==> src/rtl/rstc_pkg.sv <==
package rstc_pkg;
    localparam int DATA_W  = 8;
    localparam int CAUSE_W = 6;

    localparam int CB_EXT = 0;
    localparam int CB_SW  = 1;
    localparam int CB_WDT = 2;
    localparam int CB_BRK = 3;
    localparam int CB_POR = 4;
    localparam int CB_BO  = 5;

    localparam logic ADDR_CAUSE = 1'b0;
    localparam logic ADDR_CTRL  = 1'b1;

    localparam int CTL_SWRST = 0;
    localparam int CTL_BOIRQ = 1;

    typedef enum logic [1:0] {
        PF_IDLE,
        PF_QUAL,
        PF_TAKEN
    } pf_state_e;

    typedef enum logic [1:0] {
        RS_RUN,
        RS_HOLD,
        RS_STRETCH
    } rs_state_e;
endpackage

==> src/rtl/rstc_sync.sv <==
module rstc_sync #(
    parameter int W      = 2,
    parameter int STAGES = 2
) (
    input  logic         clk_i,
    input  logic [W-1:0] d_i,
    output logic [W-1:0] q_o
);
    logic [W-1:0] stage_q [STAGES];

    always_ff @(posedge clk_i) begin
        stage_q[0] <= d_i;
        for (int i = 1; i < STAGES; i++) begin
            stage_q[i] <= stage_q[i-1];
        end
    end

    assign q_o = stage_q[STAGES-1];
endmodule

==> src/rtl/rstc_pin_filter.sv <==
module rstc_pin_filter
    import rstc_pkg::*;
#(
    parameter int FILT_LEN = 4
) (
    input  logic clk_i,
    input  logic por_i,
    input  logic pin_s_i,
    output logic accept_o
);
    localparam int CW = $clog2(FILT_LEN + 1);
    localparam logic [CW-1:0] LAST = CW'(FILT_LEN - 1);

    pf_state_e      state_q, state_nx;
    logic [CW-1:0]  cnt_q, cnt_nx;

    // state register
    always_ff @(posedge clk_i) begin
        if (por_i) begin
            state_q <= PF_IDLE;
            cnt_q   <= '0;
        end else begin
            state_q <= state_nx;
            cnt_q   <= cnt_nx;
        end
    end

    // transitions
    always_comb begin
        state_nx = state_q;
        cnt_nx   = cnt_q;
        unique case (state_q)
            PF_IDLE: begin
                if (!pin_s_i) begin
                    state_nx = PF_QUAL;
                    cnt_nx   = CW'(1);
                end
            end
            PF_QUAL: begin
                if (pin_s_i) begin
                    state_nx = PF_IDLE;
                    cnt_nx   = '0;
                end else if (cnt_q == LAST) begin
                    state_nx = PF_TAKEN;
                end else begin
                    cnt_nx = cnt_q + CW'(1);
                end
            end
            PF_TAKEN: begin
                if (pin_s_i) begin
                    state_nx = PF_IDLE;
                    cnt_nx   = '0;
                end
            end
            default: begin
                state_nx = PF_IDLE;
                cnt_nx   = '0;
            end
        endcase
    end

    // outputs
    always_ff @(posedge clk_i) begin
        if (por_i) accept_o <= 1'b0;
        else       accept_o <= (state_nx == PF_TAKEN);
    end


    filt_reject_chk: assert property (@(posedge clk_i) disable iff (por_i)
        pin_s_i |=> !accept_o);


    filt_low_chk: assert property (@(posedge clk_i) disable iff (por_i)
        $rose(accept_o) |-> !$past(pin_s_i));
endmodule

==> src/rtl/rstc_seq.sv <==
module rstc_seq
    import rstc_pkg::*;
#(
    parameter int STRETCH_LEN = 16
) (
    input  logic clk_i,
    input  logic por_i,
    input  logic src_i,
    output logic chip_rst_o
);
    localparam int CW = $clog2(STRETCH_LEN + 1);
    localparam logic [CW-1:0] LAST = CW'(STRETCH_LEN - 1);

    rs_state_e      state_q, state_nx;
    logic [CW-1:0]  cnt_q, cnt_nx;

    // state register
    always_ff @(posedge clk_i) begin
        if (por_i) begin
            state_q <= RS_HOLD;
            cnt_q   <= '0;
        end else begin
            state_q <= state_nx;
            cnt_q   <= cnt_nx;
        end
    end

    // transitions
    always_comb begin
        state_nx = state_q;
        cnt_nx   = cnt_q;
        unique case (state_q)
            RS_RUN: begin
                if (src_i) state_nx = RS_HOLD;
            end
            RS_HOLD: begin
                if (!src_i) begin
                    state_nx = RS_STRETCH;
                    cnt_nx   = '0;
                end
            end
            RS_STRETCH: begin
                if (src_i) begin
                    state_nx = RS_HOLD;
                end else if (cnt_q == LAST) begin
                    state_nx = RS_RUN;
                end else begin
                    cnt_nx = cnt_q + CW'(1);
                end
            end
            default: state_nx = RS_HOLD;
        endcase
    end

    // outputs
    always_ff @(posedge clk_i) begin
        if (por_i) chip_rst_o <= 1'b1;
        else       chip_rst_o <= (state_nx != RS_RUN);
    end


    src_to_rst_chk: assert property (@(posedge clk_i) disable iff (por_i)
        src_i |=> chip_rst_o);
endmodule

==> src/rtl/rstc_cause_regs.sv <==
module rstc_cause_regs
    import rstc_pkg::*;
(
    input  logic               clk_i,
    input  logic               por_i,
    input  logic [CAUSE_W-1:0] set_i,
    input  logic               bo_lvl_i,
    input  logic               bus_wr_i,
    input  logic               bus_addr_i,
    input  logic [DATA_W-1:0]  bus_wdata_i,
    output logic [DATA_W-1:0]  bus_rdata_o,
    output logic [CAUSE_W-1:0] flags_o,
    output logic               sw_req_o,
    output logic               bo_mode_o
);
    localparam int PAD_W = DATA_W - CAUSE_W;

    logic [CAUSE_W-1:0] flags_q;
    logic [CAUSE_W-1:0] clr_mask;
    logic               wr_cause, wr_ctrl;

    assign wr_cause = bus_wr_i && (bus_addr_i == ADDR_CAUSE);
    assign wr_ctrl  = bus_wr_i && (bus_addr_i == ADDR_CTRL);
    assign clr_mask = wr_cause ? ~bus_wdata_i[CAUSE_W-1:0] : '0;

    always_ff @(posedge clk_i) begin
        if (por_i) begin
            flags_q         <= '0;
            flags_q[CB_POR] <= 1'b1;
            flags_q[CB_BO]  <= bo_lvl_i;
        end else begin
            flags_q <= (flags_q & ~clr_mask) | set_i;
        end
    end

    always_ff @(posedge clk_i) begin
        if (por_i) begin
            bo_mode_o <= 1'b0;
            sw_req_o  <= 1'b0;
        end else begin
            sw_req_o <= wr_ctrl && bus_wdata_i[CTL_SWRST];
            if (wr_ctrl) bo_mode_o <= bus_wdata_i[CTL_BOIRQ];
        end
    end

    always_comb begin
        bus_rdata_o = '0;
        if (bus_addr_i == ADDR_CAUSE) begin
            bus_rdata_o = {{PAD_W{1'b0}}, flags_q};
        end else begin
            bus_rdata_o[CTL_BOIRQ] = bo_mode_o;
        end
    end

    assign flags_o = flags_q;


    flag_sticky_chk: assert property (@(posedge clk_i) disable iff (por_i)
        1'b1 |=> ((($past(flags_q) & ~$past(clr_mask)) & ~flags_q) == '0));


    flag_set_chk: assert property (@(posedge clk_i) disable iff (por_i)
        1'b1 |=> (($past(set_i) & ~flags_q) == '0));


    por_flags_chk: assert property (@(posedge clk_i) disable iff (por_i)
        $fell(por_i) |-> (flags_q[CB_POR] && (flags_q[CB_BRK:CB_EXT] == '0)));


    swreq_src_chk: assert property (@(posedge clk_i) disable iff (por_i)
        $rose(sw_req_o) |-> $past(wr_ctrl && bus_wdata_i[CTL_SWRST]));
endmodule

==> src/rtl/rstc_top.sv <==
module rstc_top
    import rstc_pkg::*;
#(
    parameter int FILT_LEN    = 4,
    parameter int STRETCH_LEN = 16
) (
    input  logic              clk_i,
    input  logic              por_i,
    input  logic              bod_i,
    input  logic              ext_rst_n_i,
    input  logic              wdt_i,
    input  logic              brk_i,
    input  logic              bus_wr_i,
    input  logic              bus_addr_i,
    input  logic [DATA_W-1:0] bus_wdata_i,
    output logic [DATA_W-1:0] bus_rdata_o,
    output logic              chip_rst_o,
    output logic              bo_irq_o
);
    localparam int QW = $clog2(STRETCH_LEN + 2);
    localparam logic [QW-1:0] QUIET_MAX = QW'(STRETCH_LEN + 1);

    logic [1:0]         async_s;
    logic               pin_s, bod_s;
    logic               ext_acc;
    logic               sw_req, bo_mode;
    logic [CAUSE_W-1:0] set_vec;
    logic [CAUSE_W-1:0] cause_flags;
    logic               any_src;

    rstc_sync #(.W(2), .STAGES(2)) u_sync (
        .clk_i (clk_i),
        .d_i   ({bod_i, ext_rst_n_i}),
        .q_o   (async_s)
    );
    assign pin_s = async_s[0];
    assign bod_s = async_s[1];

    rstc_pin_filter #(.FILT_LEN(FILT_LEN)) u_filt (
        .clk_i    (clk_i),
        .por_i    (por_i),
        .pin_s_i  (pin_s),
        .accept_o (ext_acc)
    );

    always_comb begin
        set_vec         = '0;
        set_vec[CB_EXT] = ext_acc;
        set_vec[CB_SW]  = sw_req;
        set_vec[CB_WDT] = wdt_i;
        set_vec[CB_BRK] = brk_i;
        set_vec[CB_BO]  = bod_s && !bo_mode;
    end
    assign any_src = |set_vec;

    rstc_cause_regs u_regs (
        .clk_i       (clk_i),
        .por_i       (por_i),
        .set_i       (set_vec),
        .bo_lvl_i    (bod_s),
        .bus_wr_i    (bus_wr_i),
        .bus_addr_i  (bus_addr_i),
        .bus_wdata_i (bus_wdata_i),
        .bus_rdata_o (bus_rdata_o),
        .flags_o     (cause_flags),
        .sw_req_o    (sw_req),
        .bo_mode_o   (bo_mode)
    );

    rstc_seq #(.STRETCH_LEN(STRETCH_LEN)) u_seq (
        .clk_i      (clk_i),
        .por_i      (por_i),
        .src_i      (any_src),
        .chip_rst_o (chip_rst_o)
    );

    always_ff @(posedge clk_i) begin
        if (por_i) bo_irq_o <= 1'b0;
        else       bo_irq_o <= bod_s && bo_mode;
    end

    // checker state: clocks since a source was last present
    logic [QW-1:0] quiet_q;
    always_ff @(posedge clk_i) begin
        if (por_i || any_src)      quiet_q <= '0;
        else if (quiet_q != QUIET_MAX) quiet_q <= quiet_q + QW'(1);
    end


    por_release_chk: assert property (@(posedge clk_i) disable iff (por_i)
        $fell(por_i) |-> chip_rst_o);


    stretch_len_chk: assert property (@(posedge clk_i) disable iff (por_i)
        !chip_rst_o |-> (quiet_q == QUIET_MAX));


    boirq_noflag_chk: assert property (@(posedge clk_i) disable iff (por_i)
        $rose(cause_flags[CB_BO]) |-> !$past(bo_mode));
endmodule

==> config.mk <==
export PLATFORM = sky130hd
export DESIGN_NAME = rstc_top
export DESIGN_NICKNAME = d
export VERILOG_FILES = /design/src/rtl/rstc_pkg.sv /design/src/rtl/rstc_sync.sv /design/src/rtl/rstc_pin_filter.sv /design/src/rtl/rstc_seq.sv /design/src/rtl/rstc_cause_regs.sv /design/src/rtl/rstc_top.sv
export SDC_FILE = /design/constraint.sdc
export NUM_CORES = 1
export LEC_CHECK = 0
export BUFFER_PORTS_ARGS = -buffer_cell sky130_fd_sc_hd__buf_2
export CAP_MARGIN = 20
export CORE_UTILIZATION = 42
export DETAILED_ROUTE_END_ITERATION = 10
export GPL_TIMING_DRIVEN = 0
export PLACE_DENSITY = 0.66
export SYNTH_ARGS = -nofsm -noshare
export SYNTH_HDL_FRONTEND = slang
export SYNTH_SLANG_ARGS = --single-unit
==> constraint.sdc <==
create_clock -name clk_i -period 2.07 [get_ports clk_i]
set_clock_uncertainty 0.2 [all_clocks]
set_input_delay 0.1035 -clock clk_i [delete_from_list [all_inputs] [get_ports clk_i]]
set_output_delay 0.1035 -clock clk_i [all_outputs]
set_load 0.005 [all_outputs]
==> impl_metrics.csv <==
group,metric,value,unit
floorplanning,placementRows,18,
global_route,grt_usage,18.7,%
final_layout,antenna_cells,0,
critical_path,reg2regPathDepth,8,
placed_design,placed_area,0.00135,sq mm
pwr,power_leakage,0.664,nW
global_route,grt_pass1_vias,971,
critical_path,reg2reg_from,"u_seq.cnt_q[0]",
clock_tree,cts.sinks,27,
timing,tightest_slew,0.508,ns
logic_synthesis,ys_seq_area_share,46.3,%
routing,drc,0,
final_layout,drive_above_1_share,29.1,%
final_layout,design_area,0.00162,sq mm
timing,hold_viol,0,
placed_design,place_congestion,0.750,
logic_synthesis,syn_area_per_cell,9.13,sq um
timing,relSlewSlack,66.1,%
critical_path,cp_max_fo,2,
min_path,worstHoldStart,"bus_wr_i",
logic_synthesis,synthDistinctLibCells,34,
logic_synthesis,ys_ff_latch,27,
timing,drv_slew,0,
placed_design,port_buffers,21,
final_layout,synthToLayoutAreaGrowth,38.5,%
global_route,gr-total-overflow,0,
critical_path,ff2ff_setup_slack,-0.09,ns
run_status,violations,"negative setup slack",
critical_path,r2r_end,"u_seq.cnt_q[4]",
routing,finalWirelength,2470,microns
clock_tree,cts_tree,"yes",
floorplanning,coreArea,0.00254,sq mm
global_route,grt_pass1_wl,3870,microns
min_path,hold_class,"input pin to flip-flop",
floorplanning,die_h,54.8,microns
logic_synthesis,synthCells,128,
routing,postRouteAntennaNets,0,
timing,fmax,462,MHz
routing,dr_total_vias,1038,
clock_tree,numCtsBuffers,3,
timing,final.min_clock_period,2.16,ns
run_status,run_status,"finished with violations",
pwr,power.density,548,mW/mm^2
job,max_cap_viol_count,0,
critical_path,critPathRequiredTime,2.14,ns
clock_tree,clockRootBuffer,"clkbuf_4",
global_route,antenna_found_initial,0,
critical_path,end_kind,"flip-flop",
logic_synthesis,synth_area,0.00117,sq mm
final_layout,fill_cells,209,
floorplanning,ios,26,
min_path,holdPathStages,4,
critical_path,worstPathArrival,2.24,ns
min_path,min_to,"u_regs.flags_o[4]",
floorplanning,start_util,45.9,%
logic_synthesis,yosys_warnings,0,
placed_design,dp_hpwl,1590,microns
pwr,vdd_drop_max,0.324,mV
clock_tree,insertion_delay,0.33,ns
routing,viasPerCell,4.97,
timing,period_share,105,%
floorplanning,chipWidth,54.8,microns
critical_path,crit_path_start,"u_seq.cnt_q[0]",
routing,firstDrtPassIters,2,
pwr,finalPower,0.887,mW
timing,setup_viol_count_final,5,
timing,layout_setup_ws,-0.0939,ns
floorplanning,die_area,0.00300,sq mm
global_route,grt_max_degree,16,
clock_tree,path_clk_slew,0.15,ns
routing,wl_per_cell,11.8,microns
critical_path,worst_setup_path_start_kind,"flip-flop",
timing,rsz0062_at_grt,"true",
clock_tree,cts_buffer_depth,2,
clock_tree,cts_max_level,1,
routing,first_iter_violations,7,
final_layout,fin_nets,200,
critical_path,critPathKind,"flip-flop to flip-flop",
[Yosys cell counts]
cell	count	area share (%)
clkbuf_1	4	1.3
and2b_4	1	0.86
mux2_2	3	2.9
nor2_1	5	1.6
inv_1	10	3.2
buf_4	2	1.3
a31oi_1	1	0.54
o31ai_1	1	0.64
a21oi_1	13	5.6
nor3b_1	1	0.64
nand4_1	1	0.54
nor3b_4	1	1.6
o21ai_1	1	0.43
o21a_1	2	1.3
dfxtp_1	27	46
and3b_2	1	0.86
xnor2_1	1	0.75
and3_1	1	0.54
ha_1	4	4.3
mux2i_1	2	1.7
nor4_4	1	1.8
nand3b_1	1	0.64
o21ai_0	9	3.9
or4b_1	2	1.7
a2111oi_0	1	0.75
nand2b_1	2	1.1
conb_1	1	0.32
nor3_1	3	1.3
nor2b_1	6	3.2
nand2_1	13	4.2
or4_1	2	1.3
or3_1	1	0.54
o221ai_2	1	1.3
nand3_1	3	1.3
[state kept, by name, summed over array words and instances, names as in the netlist]
register	cells
u_filt.state_q	2
u_sync.stage_q	4
u_seq.chip_rst_o	1
u_seq.cnt_q	5
u_regs.sw_req_o	1
u_regs.bo_mode_o	1
u_regs.flags_o	6
bo_irq_o	1
u_filt.accept_o	1
u_seq.state_q	2
u_filt.cnt_q	3
[report_power, final]
| group | internal, mW | switching, mW | total, mW |
|---|---|---|---|
| registers | 0.537 | 0.0122 | 0.549 |
| logic | 0.0613 | 0.0482 | 0.109 |
| clock network | 0.0726 | 0.155 | 0.228 |
| total | 0.671 | 0.216 | 0.887 |
[final cells by class]
cell class	instances	area, sq um	area share [%]
Clock buffer	3	22.5	1.39
Inverter	10	37.5	2.32
Timing Repair Buffer	46	335	20.7
Sequential cell	27	543	33.5
Multi-Input combinational cell	86	608	37.6
Tap cell	30	37.5	2.32
Buffer	6	30.0	1.85
Clock inverter	1	5.00	0.309
[worst max-delay path by stage]
stage               slack [ns]        endpoint  cells after the start
floorplan                0.009  u_seq.cnt_q[4]                      7
global placement         -0.12  u_seq.cnt_q[4]                      7
detailed placement       -0.16  u_seq.cnt_q[4]                      7
CTS                      -0.12  u_seq.cnt_q[4]                      8
global route             -0.15  u_seq.cnt_q[4]                      8
finish                   -0.09  u_seq.cnt_q[4]                      8
[metrics by stage]
| stage | worst slack (ns) | util, % | hold WS (ns) | TNS, ns | cells |
|---|---|---|---|---|---|
| global route | -0.153 | 63.6 | 0.0530 | -0.651 | 209 |
| finish | -0.0939 | 63.6 | 0.0390 | -0.290 | 209 |
| global placement | -0.117 | 52.9 | 0.00627 | -0.117 | 180 |
| CTS | -0.121 | 62.8 | 0.0396 | -0.331 | 207 |
| detailed placement | -0.163 | 52.9 | 0.0106 | -0.182 | 180 |
| floorplan | 0.00875 | - | -0.0688 | 0 | 129 |
[worst max-delay path, cell delays in order, from the launching register on]
cell and delay, ns:
dfxtp_2 0.37, ha_4 0.15, and3_4 0.15, ha_4 0.16, nor3b_4 0.20, buf_6 0.14, o221ai_4 0.11, or4b_1 0.48
a21oi_1 0.14
[what timing repair did]
item	in CTS	in global routing
setup buffers	9	2
gates resized for setup	2	2
hold buffers	14	0
endpoints found under the hold margin	12	0
setup endpoints to repair	3	5
pin swaps	10	5
cloned	0	0
[layout by cell type, fill, tap and decap left out, drive strengths merged, types with 3 or more instances in the layout]
cell and n:
clkbuf 7, o21ai 10, inv 10, buf 34
dfxtp 27, nand2 13, dlygate4sd3 14, nor3 3
nor2 5, mux2 3, ha 4, a21oi 13
nand3 3, nor2b 6
[layer usage]
layer / GRT usage, % / vias up / share of wire [%]
met5: 0 / - / 0
met4: 9.83 / 0 / 1.5
met3: 5.00 / 5 / 4.4
met2: 34.5 / 25 / 51
met1: 18.7 / 469 / 43
li1: - / 539 / -
[kinds of logic after synthesis]
| kind of cell | Yosys count | share of synthesized area, % |
|---|---|---|
| compound gates | 29 | 14.3 |
| flops | 27 | 46.3 |
| buf+inv | 16 | 5.78 |
| xor+xnor | 1 | 0.750 |
| simple gates | 45 | 23.7 |
| other cells | 1 | 0.321 |
| mux | 5 | 4.60 |
| fa+ha+maj | 4 | 4.28 |
Note: power is estimated with default switching activity, not from simulation.
